[config.mk]
export PLATFORM = sky130hd
export DESIGN_NAME = tmr_in_cond
export DESIGN_NICKNAME = d
export VERILOG_FILES = /design/src/rtl/tic_pkg.sv /design/src/rtl/tic_sampler.sv /design/src/rtl/tic_regs.sv /design/src/rtl/tmr_in_cond.sv
export SDC_FILE = /design/constraint.sdc
export NUM_CORES = 1
export LEC_CHECK = 0
export BUFFER_PORTS_ARGS = -buffer_cell sky130_fd_sc_hd__buf_4
export CORE_MARGIN = 3
export CORE_UTILIZATION = 37
export DETAILED_ROUTE_END_ITERATION = 10
export PLACE_DENSITY_LB_ADDON = 0.1
export SYNTH_ARGS = -nofsm -noshare
export SYNTH_HDL_FRONTEND = slang
export SYNTH_SLANG_ARGS = --single-unit
export TNS_END_PERCENT = 20
[constraint.sdc]
create_clock -name clk -period 1 [get_ports clk]
set_input_delay 0.25 -clock clk [delete_from_list [all_inputs] [get_ports clk]]
set_output_delay 0.25 -clock clk [all_outputs]
set_load 0.005 [all_outputs]
[src/rtl/tic_pkg.sv]
package tic_pkg;
    localparam int unsigned SYNC_STAGES = 3;

    typedef enum logic [1:0] {
        SEL_MASK = 2'd0,
        SEL_STAT = 2'd1
    } reg_sel_e;
endpackage

[src/rtl/tic_sampler.sv]
module tic_sampler
    import tic_pkg::*;
#(
    parameter int unsigned N_IN = 5
) (
    input  logic            clk,
    input  logic            rst_n,
    input  logic [N_IN-1:0] pin_i,
    input  logic [N_IN-1:0] mask_i,
    output logic [N_IN-1:0] raw_o,
    output logic [N_IN-1:0] evt_o
);
    // The raw flop is the first synchronizer stage; only the later stages are added.
    localparam int unsigned EXTRA = SYNC_STAGES - 1;

    typedef struct packed {
        logic [N_IN-1:0]            raw;
        logic [EXTRA-1:0][N_IN-1:0] chain;
    } smp_t;

    smp_t smp_d, smp_q;

    always_comb begin
        smp_d          = smp_q;
        smp_d.raw      = pin_i;
        smp_d.chain[0] = smp_q.raw;
        for (int s = 1; s < int'(EXTRA); s++) begin
            smp_d.chain[s] = smp_q.chain[s-1];
        end
    end

    always_ff @(posedge clk or negedge rst_n) begin
        if (!rst_n) smp_q <= '0;
        else        smp_q <= smp_d;
    end

    assign raw_o = smp_q.raw;

    // One mux per input picks the synchronized or the raw source.
    for (genvar i = 0; i < int'(N_IN); i++) begin : g_sel
        assign evt_o[i] = mask_i[i] ? smp_q.chain[EXTRA-1][i] : smp_q.raw[i];
    end


    sync_lag_chk: assert property (@(posedge clk) disable iff (!rst_n)
        smp_q.chain[EXTRA-1] == $past(smp_q.raw, 2));
endmodule

[src/rtl/tic_regs.sv]
module tic_regs
    import tic_pkg::*;
#(
    parameter int unsigned N_IN    = 5,
    parameter int unsigned DATA_W  = 32,
    parameter int unsigned ADDR_W  = 2,
    parameter int unsigned EVT_LSB = 16
) (
    input  logic              clk,
    input  logic              rst_n,
    input  logic              req_i,
    input  logic              wr_i,
    input  logic [ADDR_W-1:0] addr_i,
    input  logic [DATA_W-1:0] wdata_i,
    input  logic [N_IN-1:0]   raw_i,
    input  logic [N_IN-1:0]   evt_i,
    output logic [N_IN-1:0]   mask_o,
    output logic [DATA_W-1:0] rdata_o
);
    typedef struct packed {
        logic [N_IN-1:0]   mask;
        logic [DATA_W-1:0] rdata;
    } reg_t;

    reg_t reg_d, reg_q;
    logic [DATA_W-1:0] mask_word, stat_word;
    logic              sel_mask, sel_stat;

    assign sel_mask = (addr_i == ADDR_W'(SEL_MASK));
    assign sel_stat = (addr_i == ADDR_W'(SEL_STAT));

    always_comb begin
        mask_word              = '0;
        mask_word[N_IN-1:0]    = reg_q.mask;
        stat_word              = '0;
        stat_word[N_IN-1:0]    = raw_i;
        stat_word[EVT_LSB +: N_IN] = evt_i;
    end

    always_comb begin
        reg_d = reg_q;
        if (req_i && wr_i && sel_mask) begin
            reg_d.mask = wdata_i[N_IN-1:0];
        end
        if (req_i && !wr_i) begin
            if (sel_mask)      reg_d.rdata = mask_word;
            else if (sel_stat) reg_d.rdata = stat_word;
            else               reg_d.rdata = '0;
        end
    end

    always_ff @(posedge clk or negedge rst_n) begin
        if (!rst_n) begin
            reg_q.mask  <= '1;
            reg_q.rdata <= '0;
        end else begin
            reg_q <= reg_d;
        end
    end

    assign mask_o  = reg_q.mask;
    assign rdata_o = reg_q.rdata;


    mask_hold_chk: assert property (@(posedge clk) disable iff (!rst_n)
        !(req_i && wr_i && sel_mask) |=> $stable(reg_q.mask));


    rdata_idle_chk: assert property (@(posedge clk) disable iff (!rst_n)
        !(req_i && !wr_i) |=> $stable(rdata_o));


    reserved_zero_chk: assert property (@(posedge clk) disable iff (!rst_n)
        rdata_o[EVT_LSB-1:N_IN] == '0 && rdata_o[DATA_W-1:EVT_LSB+N_IN] == '0);
endmodule

[src/rtl/tmr_in_cond.sv]
module tmr_in_cond
    import tic_pkg::*;
#(
    parameter int unsigned N_IN    = 5,
    parameter int unsigned DATA_W  = 32,
    parameter int unsigned ADDR_W  = 2,
    parameter int unsigned EVT_LSB = 16
) (
    input  logic              clk,
    input  logic              rst_n,
    input  logic [N_IN-1:0]   pin_i,
    input  logic              req_i,
    input  logic              wr_i,
    input  logic [ADDR_W-1:0] addr_i,
    input  logic [DATA_W-1:0] wdata_i,
    output logic [DATA_W-1:0] rdata_o,
    output logic [N_IN-1:0]   raw_o,
    output logic [N_IN-1:0]   evt_o
);
    logic [N_IN-1:0] mask;

    tic_sampler #(.N_IN(N_IN)) u_smp (
        .clk    (clk),
        .rst_n  (rst_n),
        .pin_i  (pin_i),
        .mask_i (mask),
        .raw_o  (raw_o),
        .evt_o  (evt_o)
    );

    tic_regs #(
        .N_IN    (N_IN),
        .DATA_W  (DATA_W),
        .ADDR_W  (ADDR_W),
        .EVT_LSB (EVT_LSB)
    ) u_regs (
        .clk     (clk),
        .rst_n   (rst_n),
        .req_i   (req_i),
        .wr_i    (wr_i),
        .addr_i  (addr_i),
        .wdata_i (wdata_i),
        .raw_i   (raw_o),
        .evt_i   (evt_o),
        .mask_o  (mask),
        .rdata_o (rdata_o)
    );


    bypass_match_chk: assert property (@(posedge clk) disable iff (!rst_n)
        ((~mask) & (evt_o ^ raw_o)) == '0);


    raw_follow_chk: assert property (@(posedge clk) disable iff (!rst_n)
        1'b1 |=> raw_o == $past(pin_i));
endmodule

==> impl_metrics.ini <==
[outcome]
status = finished with violations
violations = negative setup slack

[cts]
htreeDepth = 2
clk_pin_slew_ns = 0.10
inserted_clock_buffers = 5
cts_num_sinks = 30
cts.root.buffer_cell = sky130_fd_sc_hd__clkbuf_4
max-clock-path-buffers = 2
clk_latency_ns = 0.33
tritoncts = done

[setup_path]
rr_startpoint = u_regs.mask_o[2]
timing.reg2reg.worst_path_depth = 3
timing.critical_path.slowest_cell_delay_ns = 0.56
crit_path_required_time_ns = 0.75
critPathMaxFanout = 2
rrSetupSlack_ns = -0.24
criticalPathCategory = reg -> out
cell_type_of_the_slowest_stage_on_the_worst_timing_path = sky130_fd_sc_hd__dfstp_2
cell_family_contributing_the_most_delay_on_the_critical_path = flip-flops
crit_chain = mux2_4 > buf_6
r2r-end = u_regs.rdata_o[18]
crit_arrival_ns = 1.31
start_kind = register
critical_path_cell_count = 2
crit_buf_inv = 1
worst_setup_path_end_kind = output pin

[job]
max_cap_violations = 0

[timing]
timing.final.setup_violations = 25
final_max_slew_viol_count = 0
skew_ns = 0.0115
fin_crit_ns = 1.56
final.setup.tns_ns = -5.61
grt_setup_unrepaired = true
timing.final.crit_share_pct = 156
hold_violations = 0
timing.final.ws_setup_ns = -0.564
fin_hold_ws_ns = 0.0195
fmaxAchievable_mhz = 640

[hold_path]
min-delay-path-class = in -> reg
hold_path_startpoint = pin_i[4]
min_delay_worst_endpoint = u_smp.raw_o[4]
worst_hold_path.num_cells = 1

[logic_synthesis]
synthTopCellsByCount = sky130_fd_sc_hd__buf_4 (27), sky130_fd_sc_hd__dfrtp_1 (25)
synth_area_leader_cell = sky130_fd_sc_hd__dfrtp_1
synthesis.instances = 89
synthFlopType = sky130_fd_sc_hd__dfrtp_1
synth_seq_cells = 30
avgSynthCellArea_um2 = 14.5
post_synth_top_area_share_pct = 48.4
total_of_warnings_raised_by_yosys = 0
number_of_enable_flip_flop_cells_after_synthesis = 0
sequential_element_share_of_the_synthesized_area_pct = 58.6
synth_cell_types = 15
synthArstFlopShare_pct = 100
synth.cell_area_um2 = 1290
yosysMostFrequentCell = sky130_fd_sc_hd__buf_4
netlist_top_cells_area = sky130_fd_sc_hd__dfrtp_1 (48%), sky130_fd_sc_hd__buf_4 (16%), sky130_fd_sc_hd__dfstp_2 (10%)

[layout]
num_antenna_cells = 0
drive_gt1_share_pct = 53.9
synthToLayoutAreaGrowth_pct = 38.9
num-fill-cells = 279
finish.net_count = 183
finalCoreUtilization_pct = 56.4

[grt]
grt_pass1_wl_mm = 4.03
maximum_number_of_pins_on_one_net_before_global_route_repair = 31
grt_pass1_vias = 859
gr-usage-all-layers_pct = 13.3
grt_overflow = 0
antenna_violations_before_repair = 0

[power_and_ir_drop]
switching_share_pct = 23.5
net_switching_power_mw = 0.718
pwr-share-seq_pct = 47.5
power_report.internal_total_mw = 2.33
max-vdd-ir-drop_v = 0.00129
pwr-share-comb_pct = 21.7
power.leakage_nw = 0.899
power.clock.fraction_pct = 30.8
power_density_of_the_placed_cells_nw_per_um2 = 1700
finalPower_mw = 3.05

[detailed_routing]
antenna_left = 0
vias = 793
drt-total-wl_mm = 2.47
drt_pass1_iterations = 4
drt_first_iter_violations = 32
route.detailed.wl_per_inst_um = 13.4
drc_violations_left = 0
routed_via_density = 4.29

[floorplan]
initial_utilization_pct = 40.6
fp.dieH_um = 65.1
top_level_pins = 85
std_cell_rows = 20
die_w_um = 65.1
core_region_area_um2 = 3180
fp.dieArea_um2 = 4230

[placement]
detailedPlacementHpwl_mm = 1.71
port_buffers = 35
gp_congestion = 0.737
place_ws_ns = -0.216
placed cells by master (no fill, tap or decap), types with 2 or more instances in the layout:
master,count
sky130_fd_sc_hd__mux2i_1,5
sky130_fd_sc_hd__buf_4,25
sky130_fd_sc_hd__clkbuf_4,5
sky130_fd_sc_hd__mux2_4,10
sky130_fd_sc_hd__dfstp_2,5
sky130_fd_sc_hd__o2bb2ai_1,5
sky130_fd_sc_hd__dlygate4sd3_1,2
sky130_fd_sc_hd__dfrtp_1,25
sky130_fd_sc_hd__buf_6,25
sky130_fd_sc_hd__clkinv_2,2
sky130_fd_sc_hd__a22o_1,5
sky130_fd_sc_hd__conb_1,22
metal layers:
layer | routed length [µm] | GRT usage, % | part of all wire, % | vias up
li1 | - | - | - | 361
met1 | 1080 | 16.3 | 43 | 383
met2 | 1150 | 20.7 | 47 | 42
met3 | 205 | 6.07 | 8.3 | 7
met4 | 38 | 4.66 | 1.5 | 0
met5 | 0 | 0 | 0 | -
through the flow:
stage                     cells  cell area [µm²]
after floorplan             110             1390
after global placement      174             1590
after detailed placement    174             1590
after CTS                   183             1780
after global routing        185             1790
final                       185             1790
sequential cells by signal, summed over array words and instances (netlist names):
name / count
u_smp.raw_o: 5
u_regs.rdata_o: 10
u_regs.mask_o: 5
u_smp.smp_q: 5
u_smp.smp_d: 5
final cells by class:
| cell class | count | area (µm²) | area share, % |
|---|---|---|---|
| tap | 44 | 55.1 | 3.07 |
| sequential | 30 | 757 | 42.2 |
| multi-input combinational | 51 | 414 | 23.1 |
| clock inverter | 3 | 40.0 | 2.23 |
| clock buffer | 5 | 37.5 | 2.09 |
| timing repair buffer | 52 | 489 | 27.3 |
logic make-up (layout without fill, tap and decap cells):
group                  after synthesis  after routing  synth area share (%)
and+or+nand+nor                      4              4                  3.39
other                                1             22                 0.290
DFF                                 30             30                  58.6
buffers and inverters               29             60                  16.9
AOI/OAI and AO/OA                   10             10                  6.78
muxes                               15             15                  14.1
worst max-delay path by stage:
stage	start	slack, ns	endpoint
2_1_floorplan	u_regs.mask_o[0]	-0.12	u_regs.rdata_o[16]
3_3_place_gp	u_regs.mask_o[0]	-0.21	evt_o[0]
3_5_place_dp	u_regs.mask_o[4]	-0.22	evt_o[4]
4_1_cts	u_regs.mask_o[4]	-0.59	evt_o[4]
5_1_grt	u_regs.mask_o[4]	-0.62	evt_o[4]
6_report	u_regs.mask_o[4]	-0.56	evt_o[4]
power groups by stage:
stage | sequential, mW | clock [mW] | combinational (mW)
after floorplan | 1.46 | 0 | 0.325
after global placement | 1.46 | 0 | 0.578
after detailed placement | 1.46 | 0 | 0.583
after CTS | 1.45 | 0.966 | 0.658
after global routing | 1.47 | 1.02 | 0.721
final | 1.45 | 0.941 | 0.661
repair_timing:
action,CTS,global route
endpoints found under the setup margin,25,25
hold endpoints to repair,25,1
setup buffers,0,1
hold buffers,1,1
resized for setup,25,0
Note: power is estimated with default switching activity, not from simulation.
